==> config.mk <==
export PLATFORM = sky130hd
export DESIGN_NAME = intr_seq
export DESIGN_NICKNAME = d
export VERILOG_FILES = /design/src/rtl/intr_seq_pkg.sv /design/src/rtl/intr_gate_decode.sv /design/src/rtl/intr_sp_unit.sv /design/src/rtl/intr_seq.sv
export SDC_FILE = /design/constraint.sdc
export NUM_CORES = 1
export LEC_CHECK = 0
export BUFFER_PORTS_ARGS = -buffer_cell sky130_fd_sc_hd__buf_2
export CORE_UTILIZATION = 46
export CTS_CLUSTER_DIAMETER = 50
export DETAILED_ROUTE_END_ITERATION = 12
export PLACE_DENSITY_LB_ADDON = 0.3
export SLEW_MARGIN = 20
export SYNTH_ARGS = -nofsm -noshare
export SYNTH_HDL_FRONTEND = slang
export SYNTH_HIERARCHICAL = 1
export SYNTH_SLANG_ARGS = --single-unit
==> constraint.sdc <==
create_clock -name clk -period 6.7 [get_ports clk]
set_clock_uncertainty 0.15 [all_clocks]
set_input_delay 1.34 -clock clk [delete_from_list [all_inputs] [get_ports clk]]
set_output_delay 1.34 -clock clk [all_outputs]
set_load 0.01 [all_outputs]
==> src/rtl/intr_seq_pkg.sv <==
package intr_seq_pkg;

  typedef enum logic [3:0] {
    S_IDLE,
    S_PUSH_FL,
    S_PUSH_CS,
    S_PUSH_IP,
    S_RD_LO,
    S_RD_HI,
    S_DECODE,
    S_POP_IP,
    S_POP_CS,
    S_POP_FL,
    S_HALT
  } seq_state_t;

  typedef struct packed {
    logic        present;
    logic [1:0]  dpl;
    logic        dt;
    logic [3:0]  kind;
    logic [2:0]  rsvd;
    logic [4:0]  cnt;
    logic [15:0] sel;
    logic [31:0] target;
  } gate_t;

  localparam logic [3:0]  GATE_KIND_INTR = 4'hE;
  localparam logic [15:0] GATE_EXP_SEL   = 16'h0008;

  function automatic logic is_push(input seq_state_t s);
    return (s == S_PUSH_FL) || (s == S_PUSH_CS) || (s == S_PUSH_IP);
  endfunction

  function automatic logic is_pop(input seq_state_t s);
    return (s == S_POP_IP) || (s == S_POP_CS) || (s == S_POP_FL);
  endfunction

  function automatic logic is_mem(input seq_state_t s);
    return is_push(s) || is_pop(s) || (s == S_RD_LO) || (s == S_RD_HI);
  endfunction

endpackage

==> src/rtl/intr_gate_decode.sv <==
module intr_gate_decode
  import intr_seq_pkg::*;
#(
  parameter int WORD_W = 32
) (
  input  logic [WORD_W-1:0] lo_word,
  input  logic [WORD_W-1:0] hi_word,
  output logic [31:0]       target,
  output logic [15:0]       sel,
  output logic              bad,
  output logic              odd
);
  gate_t g;

  always_comb begin
    g.target  = {hi_word[31:16], lo_word[15:0]};
    g.sel     = lo_word[31:16];
    g.present = hi_word[15];
    g.dpl     = hi_word[14:13];
    g.dt      = hi_word[12];
    g.kind    = hi_word[11:8];
    g.rsvd    = hi_word[7:5];
    g.cnt     = hi_word[4:0];
  end

  assign target = g.target;
  assign sel    = g.sel;
  assign bad    = !g.present || (g.kind != GATE_KIND_INTR);
  assign odd    = (g.dpl != 2'd0) || g.dt || (g.cnt != 5'd0) ||
                  (g.rsvd != 3'd0) || (g.sel != GATE_EXP_SEL);
endmodule

==> src/rtl/intr_sp_unit.sv <==
module intr_sp_unit #(
  parameter int          ADDR_W     = 32,
  parameter int          WORD_BYTES = 4,
  parameter logic [31:0] RESET_SP   = 32'h0000_1000
) (
  input  logic              clk,
  input  logic              rst,
  input  logic              dec,
  input  logic              inc,
  output logic [ADDR_W-1:0] sp,
  output logic [ADDR_W-1:0] sp_next
);
  localparam logic [ADDR_W-1:0] STEP = ADDR_W'(WORD_BYTES);

  always_comb begin
    if (dec)      sp_next = sp - STEP;
    else if (inc) sp_next = sp + STEP;
    else          sp_next = sp;
  end

  always_ff @(posedge clk) begin
    if (rst) sp <= ADDR_W'(RESET_SP);
    else     sp <= sp_next;
  end
endmodule

==> src/rtl/intr_seq.sv <==
module intr_seq
  import intr_seq_pkg::*;
#(
  parameter int          VEC_W       = 8,
  parameter int          IF_BIT      = 9,
  parameter logic [31:0] RESET_FLAGS = 32'h0000_0002,
  parameter logic [15:0] RESET_CS    = 16'h0008,
  parameter logic [31:0] RESET_IP    = 32'h0000_0000,
  parameter logic [31:0] RESET_SP    = 32'h0000_1000
) (
  input  logic             clk,
  input  logic             rst,
  input  logic             instr_done,
  input  logic [31:0]      next_ip,
  input  logic             set_if,
  input  logic             clr_if,
  input  logic             iret_req,
  input  logic             irq_req,
  input  logic [VEC_W-1:0] irq_vec,
  output logic             irq_ack,
  input  logic [31:0]      idt_base,
  output logic             mem_valid,
  output logic             mem_we,
  output logic [31:0]      mem_addr,
  output logic [31:0]      mem_wdata,
  input  logic             mem_ready,
  input  logic [31:0]      mem_rdata,
  output logic             busy,
  output logic             fault,
  output logic             gate_odd,
  output logic [15:0]      cs_o,
  output logic [31:0]      ip_o,
  output logic [31:0]      sp_o,
  output logic [31:0]      flags_o
);
  localparam int          ADDR_W     = 32;
  localparam int          WORD_BYTES = ADDR_W / 8;
  localparam int          GATE_SHIFT = 3;
  localparam logic [31:0] WORD_STEP  = 32'(WORD_BYTES);

  seq_state_t st, st_nxt;
  logic             xfer, cap;
  logic [VEC_W-1:0] vec_q;
  logic [31:0]      desc_lo, desc_hi;
  logic [31:0]      sp_next;
  logic [31:0]      gate_target;
  logic [15:0]      gate_sel;
  logic             gate_bad, gate_nonstd;
  logic [31:0]      gate_addr;
  logic             stay_idle;

  assign xfer      = mem_valid && mem_ready;
  assign gate_addr = idt_base + (32'(vec_q) << GATE_SHIFT);
  assign stay_idle = (st == S_IDLE) && (st_nxt == S_IDLE);

  // Next-state logic
  always_comb begin
    st_nxt = st;
    cap    = 1'b0;
    unique case (st)
      S_IDLE: begin
        if (iret_req) st_nxt = S_POP_IP;
        else if (instr_done && irq_req && flags_o[IF_BIT]) begin
          st_nxt = S_PUSH_FL;
          cap    = 1'b1;
        end
      end
      S_PUSH_FL: if (xfer) st_nxt = S_PUSH_CS;
      S_PUSH_CS: if (xfer) st_nxt = S_PUSH_IP;
      S_PUSH_IP: if (xfer) st_nxt = S_RD_LO;
      S_RD_LO:   if (xfer) st_nxt = S_RD_HI;
      S_RD_HI:   if (xfer) st_nxt = S_DECODE;
      S_DECODE:  st_nxt = gate_bad ? S_HALT : S_IDLE;
      S_POP_IP:  if (xfer) st_nxt = S_POP_CS;
      S_POP_CS:  if (xfer) st_nxt = S_POP_FL;
      S_POP_FL:  if (xfer) st_nxt = S_IDLE;
      S_HALT:    st_nxt = S_HALT;
      default:   st_nxt = S_HALT;
    endcase
  end

  intr_sp_unit #(
    .ADDR_W    (ADDR_W),
    .WORD_BYTES(WORD_BYTES),
    .RESET_SP  (RESET_SP)
  ) i_sp (
    .clk    (clk),
    .rst    (rst),
    .dec    (xfer && mem_we),
    .inc    (xfer && !mem_we && is_pop(st)),
    .sp     (sp_o),
    .sp_next(sp_next)
  );

  intr_gate_decode #(.WORD_W(32)) i_dec (
    .lo_word(desc_lo),
    .hi_word(desc_hi),
    .target (gate_target),
    .sel    (gate_sel),
    .bad    (gate_bad),
    .odd    (gate_nonstd)
  );

  // Sequencer state, captured vector and descriptor words
  always_ff @(posedge clk) begin
    if (rst) begin
      st      <= S_IDLE;
      vec_q   <= '0;
      desc_lo <= '0;
      desc_hi <= '0;
    end else begin
      st <= st_nxt;
      if (cap) vec_q <= irq_vec;
      if (xfer && st == S_RD_LO) desc_lo <= mem_rdata;
      if (xfer && st == S_RD_HI) desc_hi <= mem_rdata;
    end
  end

  // Architectural registers
  always_ff @(posedge clk) begin
    if (rst) begin
      ip_o     <= RESET_IP;
      cs_o     <= RESET_CS;
      flags_o  <= RESET_FLAGS;
      gate_odd <= 1'b0;
    end else begin
      if (cap || (stay_idle && instr_done))         ip_o <= next_ip;
      else if (xfer && st == S_POP_IP)              ip_o <= mem_rdata;
      else if (st == S_DECODE && !gate_bad)         ip_o <= gate_target;

      if (xfer && st == S_POP_CS)                   cs_o <= mem_rdata[15:0];
      else if (st == S_DECODE && !gate_bad)         cs_o <= gate_sel;

      if (st == S_DECODE)                           gate_odd <= gate_nonstd;

      if (xfer && st == S_PUSH_IP)                  flags_o[IF_BIT] <= 1'b0;
      else if (xfer && st == S_POP_FL)              flags_o <= mem_rdata;
      else if (stay_idle && set_if)                 flags_o[IF_BIT] <= 1'b1;
      else if (stay_idle && clr_if)                 flags_o[IF_BIT] <= 1'b0;
    end
  end

  // Registered memory request and status, derived from the next state
  always_ff @(posedge clk) begin
    if (rst) begin
      mem_valid <= 1'b0;
      mem_we    <= 1'b0;
      mem_addr  <= '0;
      mem_wdata <= '0;
      irq_ack   <= 1'b0;
      busy      <= 1'b0;
      fault     <= 1'b0;
    end else begin
      mem_valid <= is_mem(st_nxt);
      mem_we    <= is_push(st_nxt);
      unique case (st_nxt)
        S_PUSH_FL, S_PUSH_CS, S_PUSH_IP: mem_addr <= sp_next - WORD_STEP;
        S_RD_LO:                         mem_addr <= gate_addr;
        S_RD_HI:                         mem_addr <= gate_addr + WORD_STEP;
        S_POP_IP, S_POP_CS, S_POP_FL:    mem_addr <= sp_next;
        default:                         mem_addr <= mem_addr;
      endcase
      unique case (st_nxt)
        S_PUSH_FL: mem_wdata <= flags_o;
        S_PUSH_CS: mem_wdata <= {16'h0000, cs_o};
        S_PUSH_IP: mem_wdata <= ip_o;
        default:   mem_wdata <= mem_wdata;
      endcase
      irq_ack <= cap;
      busy    <= (st_nxt != S_IDLE);
      fault   <= (st_nxt == S_HALT);
    end
  end

  // Assertions
  AST_MASKED_IGNORED: assert property (@(posedge clk) disable iff (rst)
    (st == S_IDLE && !flags_o[IF_BIT] && !iret_req) |=> !busy && !mem_valid);
  AST_ACK_PULSE: assert property (@(posedge clk) disable iff (rst)
    irq_ack |=> !irq_ack);
  AST_ACK_BUSY: assert property (@(posedge clk) disable iff (rst)
    irq_ack |-> busy);
  AST_PUSH_DOWN: assert property (@(posedge clk) disable iff (rst)
    (mem_valid && mem_ready && mem_we) |=> sp_o == $past(sp_o) - WORD_STEP);
  AST_IF_CLEAR: assert property (@(posedge clk) disable iff (rst)
    (st == S_RD_LO) |-> !flags_o[IF_BIT]);
  AST_FAULT_STICKY: assert property (@(posedge clk) disable iff (rst)
    fault |=> fault && busy && !mem_valid);
  AST_POP_UP: assert property (@(posedge clk) disable iff (rst)
    (mem_valid && mem_ready && !mem_we && is_pop(st)) |=> sp_o == $past(sp_o) + WORD_STEP);
  AST_REQ_HOLD: assert property (@(posedge clk) disable iff (rst)
    (mem_valid && !mem_ready) |=> mem_valid && $stable(mem_addr) && $stable(mem_we) && $stable(mem_wdata));
endmodule

---- Yosys cells after proc, flatten, opt, wreduce, memory -nomap -nowiden ----
Cells that the tools add are included.
word-level totals
  register bits ........................... 258
  bits in latches ......................... 0
  RAM bits ................................ 0
  ROM bits ................................ 0
  input bits .............................. 112
  output and inout port bits .............. 182
  word-level logic and storage cells ...... 120
  memories kept ........................... 0
cells by class
  add/subtract/negate cells ............... 5
  multiply operators ...................... 0
  divide/modulo/power cells ............... 0
  magnitude comparators ................... 0
  eq/ne operators ......................... 20
  shift-type cells ........................ 0
  mux-type cells .......................... 27
  bitwise gates (word level) .............. 1
  reductions and logical operators ........ 50
operators with widths
  kind                   count
  $mux 32                5
  $pmux 32 s4            1
  $pmux 32 s3            1
  $add 32x3->32 const B  2
  $sub 32x3->32 const B  2
  $mux 4                 11
  $pmux 4 s10            1
  $add 32x11->32         1
  $mux 16                2
  $eq 4x3->1 const B     7
  $eq 4x4->1 const B     5
  $logic_and 1x1->1      17
  $eq 4x2->1 const B     4
  $ne 16x4->1 const B    1
  $logic_or 1x1->1       15
  $reduce_bool 3->1      4
  $eq 4x1->1 const B     2
  $logic_not 4->1        2
  $reduce_bool 4->1      2
  $mux 1                 6
  $reduce_or 3->1        2
  $reduce_bool 5->1      1
  $ne 4x4->1 const B     1
  $reduce_bool 2->1      2
  other kinds (4)        6

---- Depth between registers and ports, before layout ----
Gate-level depths: netlist of the first run.
  depth after elaboration ................. 11
  mapped depth ............................ 18
  gate-level depth less buffers ........... 17

---- Cells and area by module ----
Netlist of the first run, hierarchy kept.
modules (own cells, without submodules)
  module            times used  cells each  area an instance (µm²)  seq. area each (µm²)
  intr_seq          1           1561        12165.4                 4524.3
  intr_sp_unit      1           257         2104.5                  600.6
  intr_gate_decode  1           60          432.9                   0.0

---- Worst setup path after synthesis of the first run ----
OpenSTA, ideal clock, no wires.
  path kind ............................... input port to flip-flop
  start ................................... input mem_ready
  end ..................................... register mem_addr[22]
  setup time .............................. 0.070 ns
  data arrival time ....................... 4.944 ns
  data required time ...................... 6.480 ns
  slack ................................... 1.536 ns
  stages .................................. 14
  path buffers ............................ 0
  cells stage by stage .................... nand2_1 -> a211oi_1 -> nand4_1 -> nor4_1 -> a21oi_1 -> xnor2_1 -> nor4_1 -> nand4b_1 -> nand2b_1 -> or4_1 -> xnor2_1 -> mux2i_1 -> a221o_1 -> a21oi_1
on the way
  longest elaborated chain between the ends .. 7
  elaborated cells on any way between the ends .. 28
  those cells by class .................... 1 x add/sub; 8 x eq/ne; 12 x mux; 7 x reduce/logical
RTL lines
  item                            line                RTL
  start, declared                 intr_seq.sv:26      input logic mem_ready,
  $logic_and 1x1->1 *             intr_seq.sv:52      assign xfer = mem_valid && mem_ready;
  $logic_and 1x1->1 (2 in a row)  intr_seq.sv:90      .inc (xfer && !mem_we && is_pop(st)),
  $mux 32                         intr_sp_unit.sv:17  else if (inc) sp_next = sp + STEP;
  $mux 32 *                       intr_sp_unit.sv:16  if (dec) sp_next = sp - STEP;
  net sp_next[13]                 intr_seq.sv:45      logic [31:0] sp_next;
  $sub 32x3->32 *                 intr_seq.sv:157     S_PUSH_FL, S_PUSH_CS, S_PUSH_IP: mem_addr <= sp_next - WORD_STEP;
  $pmux 32 s4 *                   intr_seq.sv:156     unique case (st_nxt)
  end signal, assigned            intr_seq.sv:157
  end signal, assigned            intr_seq.sv:158     S_RD_LO: mem_addr <= gate_addr;
  end signal, assigned            intr_seq.sv:159     S_RD_HI: mem_addr <= gate_addr + WORD_STEP;
  end, declared                   intr_seq.sv:24      output logic [31:0] mem_addr,
The timed path passes the listed nets; every way through them passes the cells marked *.
A chain may end at the register's enable or synchronous reset.

---- Worst setup path after layout of the first run ----
  start ................................... register st[1]
  end ..................................... register mem_addr[22]
on the way
  longest elaborated chain between the ends .. 8
  elaborated cells on any way between the ends .. 39
  those cells by class .................... 1 x add/sub; 17 x eq/ne; 14 x mux; 7 x reduce/logical
RTL lines
  item                                      line                RTL
  start, declared                           intr_seq.sv:41      seq_state_t st, st_nxt;
  start signal, assigned                    intr_seq.sv:112     st <= st_nxt;
  $eq 4x3->1 or $eq 4x4->1 (tied branches)  intr_seq_pkg.sv:36  return (s == S_POP_IP) || (s == S_POP_CS) || (s == S_POP_FL);
  $logic_or 1x1->1                          intr_seq_pkg.sv:36
  $logic_or 1x1->1 *                        intr_seq_pkg.sv:36
  $logic_and 1x1->1 *                       intr_seq.sv:90
  $mux 32 *                                 intr_sp_unit.sv:17
  $mux 32 *                                 intr_sp_unit.sv:16
  net sp_next[13]                           intr_seq.sv:45
  $sub 32x3->32 *                           intr_seq.sv:157
  $pmux 32 s4 *                             intr_seq.sv:156
Marks and branches as above.

==> results of run 1 <==
-- per-layer routing --
layer / wire length [um] / up-vias
met1: 20920 / 7142
met2: 24420 / 668
li1: - / 7075
met3: 3881 / 139
met5: 23 / -
met4: 1982 / 4
-- registers in the layout, summed over array words and instances (netlist names), 4 cells and up --
| name | cells |
|---|---|
| flags_o | 32 |
| cs_o | 16 |
| vec_q | 8 |
| mem_wdata | 32 |
| st | 4 |
| desc_hi | 32 |
| desc_lo | 32 |
| mem_addr | 32 |
| i_sp/sp | 30 |
| ip_o | 32 |
-- layout by cell type, fill, tap and decap left out, types with 6 or more instances in the layout --
cell                        count
sky130_fd_sc_hd__inv_1         16
sky130_fd_sc_hd__o21ai_0       53
sky130_fd_sc_hd__and2_1         8
sky130_fd_sc_hd__o31ai_1        7
sky130_fd_sc_hd__nor2b_1       35
sky130_fd_sc_hd__xor2_1        30
sky130_fd_sc_hd__o22ai_1        6
sky130_fd_sc_hd__dfxtp_1      256
sky130_fd_sc_hd__a221oi_1      27
sky130_fd_sc_hd__a31oi_1       11
sky130_fd_sc_hd__xnor2_1       52
sky130_fd_sc_hd__buf_2        290
sky130_fd_sc_hd__nor2_1       155
sky130_fd_sc_hd__a21oi_1      199
sky130_fd_sc_hd__o21a_1         7
sky130_fd_sc_hd__ha_1          12
sky130_fd_sc_hd__a211oi_1      44
sky130_fd_sc_hd__or3_1         13
sky130_fd_sc_hd__nor4_1        25
sky130_fd_sc_hd__nor3_1        44
sky130_fd_sc_hd__nand4_1       20
sky130_fd_sc_hd__o211ai_1      43
sky130_fd_sc_hd__or4_1         13
sky130_fd_sc_hd__clkbuf_16     37
sky130_fd_sc_hd__a32oi_1        6
sky130_fd_sc_hd__nand2_1      326
sky130_fd_sc_hd__and3_1        35
sky130_fd_sc_hd__nand3_1       33
sky130_fd_sc_hd__buf_4         25
sky130_fd_sc_hd__mux2i_1       74
sky130_fd_sc_hd__a21o_1         7
sky130_fd_sc_hd__nand2b_1       7
-- power by group through the flow --
stage	combinational [W]	clock (W)	sequential (W)
6_report	0.00224	0.00192	0.00187
5_1_grt	0.00242	0.00202	0.00189
4_1_cts	0.00221	0.00194	0.00187
3_5_place_dp	0.00220	0	0.00190
2_1_floorplan	0.00145	0	0.00187
3_3_place_gp	0.00218	0	0.00189
-- worst register-to-register path: stages, from the launching register on --
cell and delay [ns]:
sky130_fd_sc_hd__dfxtp_1 0.65, sky130_fd_sc_hd__nor2b_1 0.46, sky130_fd_sc_hd__nand3_1 0.12, sky130_fd_sc_hd__a211oi_1 0.27
sky130_fd_sc_hd__buf_4 0.18, sky130_fd_sc_hd__nand4_1 0.25, sky130_fd_sc_hd__nor4_1 0.79, sky130_fd_sc_hd__a21oi_1 0.20
sky130_fd_sc_hd__xnor2_1 0.22, sky130_fd_sc_hd__nor4_1 0.45, sky130_fd_sc_hd__nand4b_1 0.14, sky130_fd_sc_hd__buf_4 0.19
sky130_fd_sc_hd__nand2b_1 0.16, sky130_fd_sc_hd__or4_1 0.43, sky130_fd_sc_hd__xnor2_1 0.15, sky130_fd_sc_hd__mux2i_1 0.09
sky130_fd_sc_hd__a221o_1 0.35, sky130_fd_sc_hd__a21oi_1 0.13
-- logic make-up after synthesis --
family / share of synthesized area, %
xor+xnor: 5.183
other cells: 0.02551
flops: 34.86
fa+ha+maj: 1.157
compound gates: 21.05
mux: 5.702
simple gates: 25.34
buf+inv: 6.680
-- area by class of cell --
type | instances | area, um2
sequential | 256 | 5125
timing repair buffer | 317 | 1673
clock inverter | 18 | 230.2
inverter | 17 | 63.81
fill | 2998 | 14210
antenna | 3 | 7.507
clock buffer | 45 | 985.9
tap | 402 | 503.0
multi-input combinational | 1432 | 8675
-- worst min path at each step --
| stage | startpoint | end | slack [ns] | cells past startpoint |
|---|---|---|---|---|
| after CTS | desc_hi[19] | desc_hi[19] | 0.30 | 2 |
| after floorplan | desc_hi[12] | desc_hi[12] | 0.29 | 2 |
| after global routing | desc_hi[14] | desc_hi[14] | 0.32 | 2 |
| after detailed placement | desc_hi[19] | desc_hi[19] | 0.30 | 2 |
| after global placement | desc_hi[18] | desc_hi[18] | 0.29 | 2 |
| final | desc_hi[14] | desc_hi[14] | 0.30 | 2 |
-- stage by stage --
stage / util [%] / area, um2 / power [W]
4_1_cts: 54.82 / 17260 / 0.006016
5_1_grt: 54.83 / 17260 / 0.006326
3_3_place_gp: 50.94 / 16030 / 0.004074
3_5_place_dp: 50.96 / 16040 / 0.004097
6_report: 54.85 / 17260 / 0.006040
2_1_floorplan: - / 14710 / 0.003325
==> reports/qor_table.md, run 1 <==
| Metric | Reported |
|---|---|
| Run status | completed |
| Top_reg_cell synth | sky130_fd_sc_hd__dfxtp_1 |
| Part of the total power dissipated in sequential elements | 31.0% |
| Number of CTS-inserted buffers | 36 |
| Core region area | 31470 um2 |
| Setup slack after placement | 0.8422 ns |
| Number of setup buffers added after CTS | 0 |
| Setup repair after global routing missed its margin | false |
| Leading cell types by total area after synthesis | sky130_fd_sc_hd__dfxtp_1 (35%), sky130_fd_sc_hd__nand2_1 (8.3%), sky130_fd_sc_hd__a21oi_1 (6.8%) |
| Number of global-route vias before repair | 13950 |
| Critical path fanouts, max | 15 |
| IO Port Bufs | 291 |
| WL/cell | 20.57 um |
| Clock network power share | 31.9% |
| Die outline width | 180.8 um |
| Vias per inst | 6.035 |
| CP bufs+invs | 2 |
| CP endpoint kind | flop |
| Cell at the root of the clock tree | sky130_fd_sc_hd__clkbuf_16 |
| Buffer depth of the longest clock path | 3 |
| Pin count of the biggest net entering global routing | 180 |
| Total count of max-transition violations in the final report | 0 |
| Levels on crit path | 17 |
| Total power divided by cell area | 349.9 nW/um2 |
| Initial DRC count | 1240 |
| Fraction of registers with async set/reset | 0% |
| Remaining number of nets flagged by the antenna check after routing | 0 |
| Vertical extent of the die | 180.8 um |
| Startpoint of the worst register-to-register path | st[1] |
| H-tree Lvls | 2 |
| Crit path capture | mem_addr[22] |
| Final TNS setup | 0 ns |
| Leak Pwr | 6.977 nW |
| Signal arrival time at the worst endpoint | 5.75 ns |
| Timing startpoint of the critical path | st[1] |
| Ports placed on the boundary | 294 |
| Synthesized instance count | 1878 |
| Initial antenna violation count | 6 |
| Clock latency at the later pin of the worst-skew pair | 0.53 ns |
| Per-instance average area after synthesis | 7.829 um2 |
| Yosys cell types | 93 |
| Number of violations of the max-capacitance limit | 0 |
| Number of placement rows | 65 |
| Combinational cell fraction of total power | 37.1% |
| CP Launch Type | flop |
| Least-Margin Pin Slew | 0.9683 ns |
| Share of the yosys chip area belonging to registers | 34.86% |
| Top-count cell post-synth | sky130_fd_sc_hd__nand2_1 |
| Routability cong. | 0.9258 |
| List of most frequent post-synthesis cells | sky130_fd_sc_hd__nand2_1 (326), sky130_fd_sc_hd__dfxtp_1 (256), sky130_fd_sc_hd__a21oi_1 (200) |
| Slew margin rel. | 35.44% |
| Critical path, cell by cell | nor2b_1 -> nand3_1 -> a211oi_1 -> buf_4 -> nand4_1 -> nor4_1 -> a21oi_1 -> xnor2_1 -> nor4_1 -> nand4b_1 -> buf_4 -> nand2b_1 -> or4_1 -> xnor2_1 -> mux2i_1 -> a221o_1 -> a21oi_1 |
| Most Used Layer, Global Route | met2 |
| CTS resizes | 0 |
| Crit share post-route | 81.42% |
| Met3 usage in global routing | 5.422% |
| Initial core utilization | 46.71% |
| TritonCTS clock tree | yes |
| Syn-to-layout area delta | 17.41% |
| Mapped cell area | 14700 um2 |
| GRT overflow | 0 |
| Hold Worst Slack | 0.3041 ns |
| Max incr delay on CP | 0.79 ns |
| Seq cells post-synth | 256 |
| Cell taking the most area after synthesis | sky130_fd_sc_hd__dfxtp_1 |
| Highest attainable clock frequency | 0.1833 GHz |
| Number of enable-type register cells in the synthesized netlist | 0 |
| Min Tclk post-route | 5.455 ns |
| Cell Int Power | 0.003617 W |
| Path type of the worst setup path | flop to flop |
| Critical Path RT | 6.99 ns |
| Cts hold-fix bufs | 0 |
| Share of final-layout standard cells stronger than drive strength 1 | 20.77% |
| 1st-pass router iterations | 8 |
| Total detailed-routing wirelength | 51230 um |
| HPWL after DPL | 36680 um |
| Count of non-filler cells in the finished layout | 2490 |
| Final setup fails | 0 |
| Post-synth top area share | 34.86% |
| Cell count of the worst reg-to-reg path | 17 |
| Total number of nets in the final design | 2185 |
| Endpoint of the most critical register-to-register path | mem_addr[22] |
| GRT Util Overall | 30.44% |
| Kind of cell adding the most delay to the critical path | simple AND/OR/NAND/NOR gates |
| Class of the tightest hold or removal check | flop to flop |
| Die Footprint | 32680 um2 |
| Sw frac | 40.11% |
| Peak supply drop | 315.1 uV |
| Cell with the largest stage delay on the worst path | sky130_fd_sc_hd__nor4_1 |
| TritonCTS Sinks | 256 |
| Total placed cells including tap cells | 2424 |
| Post-route DRC violation count | 0 |
| Overall via count from detail_route | 15030 |
| Final setup slack of the worst path | 1.245 ns |
| Reg clk slew, reported paths | 0.05 ns |
| Net load switching power | 0.002422 W |
| First-pass GRT wire length | 79190 um |
| Number of warnings reported in the yosys synthesis log | 6 |
| Grt met1 use | 38.38% |
| Met2 layer usage reported by global route | 51.01% |
| Register-to-register path setup slack | 1.24 ns |
| Final hold violation count | 0 |
Note: power is estimated with default switching activity, not from simulation.
==> run 2, diff against run 1 <==
==> constraint.sdc (replaced) <==
create_clock -name clk -period 5.6 [get_ports clk]
set_clock_uncertainty 0.15 [all_clocks]
set_input_delay 1.12 -clock clk [delete_from_list [all_inputs] [get_ports clk]]
set_output_delay 1.12 -clock clk [all_outputs]
set_load 0.01 [all_outputs]
==> reports/qor_table.md, run 2 (synthesized netlist as in run 1, its figures left out) <==
| Metric | Reported | Change |
|---|---|---|
| Initial core utilization | 46.71% | unchanged |
| Leak Pwr | 7.047 nW | +1.0% |
| WL/cell | 20.35 um | -1.1% |
| Register area | 5125 um2 | unchanged |
| Total power divided by cell area | 411.5 nW/um2 | +18% |
| Crit share post-route | 84.38% | +3.0 points |
| Final setup fails | 0 | unchanged |
| Min Tclk post-route | 4.725 ns | -0.7299 ns |
| Cell Int Power | 0.004299 W | +19% |
| First-pass GRT wire length | 79530 um | +0.43% |
| Die Footprint | 32680 um2 | unchanged |
| Syn-to-layout area delta | 17.85% |  |
| Final TNS setup | 0 ns | unchanged |
| Die outline width | 180.8 um | unchanged |
| Number of placement rows | 65 | unchanged |
| HPWL after DPL | 36660 um | about the same |
| Number of global-route vias before repair | 14180 | +1.6% |
| Critical path fanouts, max | 6 | -9 |
| Register-to-register path setup slack | 0.87 ns | -0.37 ns |
| Post-route DRC violation count | 0 | unchanged |
| Path type of the worst setup path | flop to flop |  |
| CTS resizes | 0 | unchanged |
| 1st-pass router iterations | 5 | -3 |
| Most used cells in the layout excluding fill and tap cells | sky130_fd_sc_hd__nand2_1 (326), sky130_fd_sc_hd__buf_2 (290), sky130_fd_sc_hd__dfxtp_1 (256) |  |
| Cts hold-fix bufs | 0 | unchanged |
| Number of setup buffers added after CTS | 0 | unchanged |
| Clock network power share | 30.5% | -1.4 points |
| Remaining number of nets flagged by the antenna check after routing | 0 | unchanged |
| Routability cong. | 0.9528 | +2.9% |
| Initial DRC count | 1239 | -0.081% |
| Net load switching power | 0.002831 W | +17% |
| Sw frac | 39.70% | -0.41 points |
| Final hold violation count | 0 | unchanged |
| Hold depth | 2 | unchanged |
| Peak supply drop | 297.6 uV | -5.5% |
| Cell at the root of the clock tree | sky130_fd_sc_hd__clkbuf_16 |  |
| Initial antenna violation count | 6 | unchanged |
| Total power consumption of the routed design | 0.007130 W | +18% |
| Setup repair after global routing missed its margin | false |  |
| Total number of nets in the final design | 2203 | +0.82% |
| Ports placed on the boundary | 294 | unchanged |
| Number of violations of the max-capacitance limit | 0 | unchanged |
| GRT Util Overall | 30.44% | about the same |
| Core region area | 31470 um2 | unchanged |
| Buffer depth of the longest clock path | 3 | unchanged |
| CP Launch Type | flop |  |
| Reg clk slew, reported paths | 0.06 ns | about the same |
| CP endpoint kind | flop |  |
| Number of fill cells | 3020 | +0.73% |
| Combinational cell fraction of total power | 38.4% | +1.3 points |
| Multi-input gate area in the final layout | 8673 um2 | about the same |
| Share of final-layout standard cells stronger than drive strength 1 | 21.38% | +0.61 points |
| Signal arrival time at the worst endpoint | 4.93 ns | -0.82 ns |
| Commonest non-fill, non-tap cell in the layout | sky130_fd_sc_hd__nand2_1 |  |
| Vertical extent of the die | 180.8 um | unchanged |
| Cell count of the worst reg-to-reg path | 17 | unchanged |
| Vias per inst | 5.958 | -1.3% |
| Number of CTS-inserted buffers | 34 | -5.6% |
| Highest attainable clock frequency | 0.2116 GHz | +15% |
| Total detailed-routing wirelength | 50960 um | -0.53% |
| GRT overflow | 0 | unchanged |
| H-tree Lvls | 2 | unchanged |
| TritonCTS clock tree | yes |  |
| Slew margin rel. | 21.69% | -14 points |
| Least-Margin Pin Slew | 1.170 ns | +0.2020 ns |
| Total count of max-transition violations in the final report | 0 | unchanged |
| Class of the tightest hold or removal check | flop to flop |  |
| TritonCTS Sinks | 256 | unchanged |
| Final core utilization | 55.05% | +0.21 points |
| Part of the total power dissipated in sequential elements | 31.1% | about the same |
| IO Port Bufs | 291 | unchanged |
| Critical Path RT | 5.81 ns | -1.18 ns |
| Clock latency at the later pin of the worst-skew pair | 0.51 ns | -0.02 ns |
| Overall via count from detail_route | 14920 | -0.73% |
| Pin count of the biggest net entering global routing | 151 | -16% |
| Run status | completed |  |
-- run 2: worst paths after layout --
path | from | endpoint
setup reg to reg | st[1] | mem_addr[30]
setup / recovery | st[1] | mem_addr[30]
hold reg to reg | desc_lo[13] | desc_lo[13]
hold / removal | desc_lo[13] | desc_lo[13]
-- run 2: layout make-up --
class | instances | share of cell area (%)
sequential | 256 | 29.58
multi-input combinational | 1432 | 50.05
clock buffer | 42 | 5.437
inverter | 17 | 0.3683
tap | 402 | 2.903
clock inverter | 16 | 1.112
timing repair buffer | 337 | 10.52
antenna | 2 | 0.02888
-- run 2: power by group through the flow --
stage                     logic [W]  clock network [W]  registers, W
after global routing        0.00296            0.00228       0.00223
after CTS                   0.00270            0.00221       0.00221
after global placement      0.00266                  0       0.00225
after detailed placement    0.00269                  0       0.00225
final                       0.00274            0.00218       0.00222
after floorplan             0.00174                  0       0.00224
-- run 2: layer usage --
layer	GRT usage, %	routed length (um)
met2	52.77	24890
met3	5.664	4159
met5	0	35
met4	10.67	1532
met1	37.57	20340
-- run 2: critical path: stages, from the launching register on --
cell and delay [ns]:
sky130_fd_sc_hd__dfxtp_1 0.31, sky130_fd_sc_hd__nor2b_1 0.47, sky130_fd_sc_hd__nand3_1 0.14, sky130_fd_sc_hd__a211oi_1 0.30
sky130_fd_sc_hd__buf_4 0.19, sky130_fd_sc_hd__and4b_1 0.24, sky130_fd_sc_hd__nand4_1 0.18, sky130_fd_sc_hd__o32ai_4 0.34
sky130_fd_sc_hd__nand2_2 0.12, sky130_fd_sc_hd__xnor2_1 0.23, sky130_fd_sc_hd__or3_1 0.37, sky130_fd_sc_hd__or2_2 0.33
sky130_fd_sc_hd__or4_1 0.43, sky130_fd_sc_hd__nor3_1 0.31, sky130_fd_sc_hd__xnor2_1 0.16, sky130_fd_sc_hd__o211ai_1 0.10
sky130_fd_sc_hd__nand3_1 0.12, sky130_fd_sc_hd__o31ai_1 0.08
-- run 2: metrics by stage --
| step | instance area [um2] | cells | setup WS, ns | hold slack, ns |
|---|---|---|---|---|
| global route | 17320 | 2502 | 0.4589 | 0.3219 |
| floorplan | 14710 | 1881 | 0.6561 | 0.2860 |
| CTS | 17320 | 2502 | 0.8816 | 0.3072 |
| finish | 17330 | 2504 | 0.8747 | 0.3057 |
| global placement | 16180 | 2444 | 0.4619 | 0.2917 |
| detailed placement | 16190 | 2444 | 0.3798 | 0.2989 |
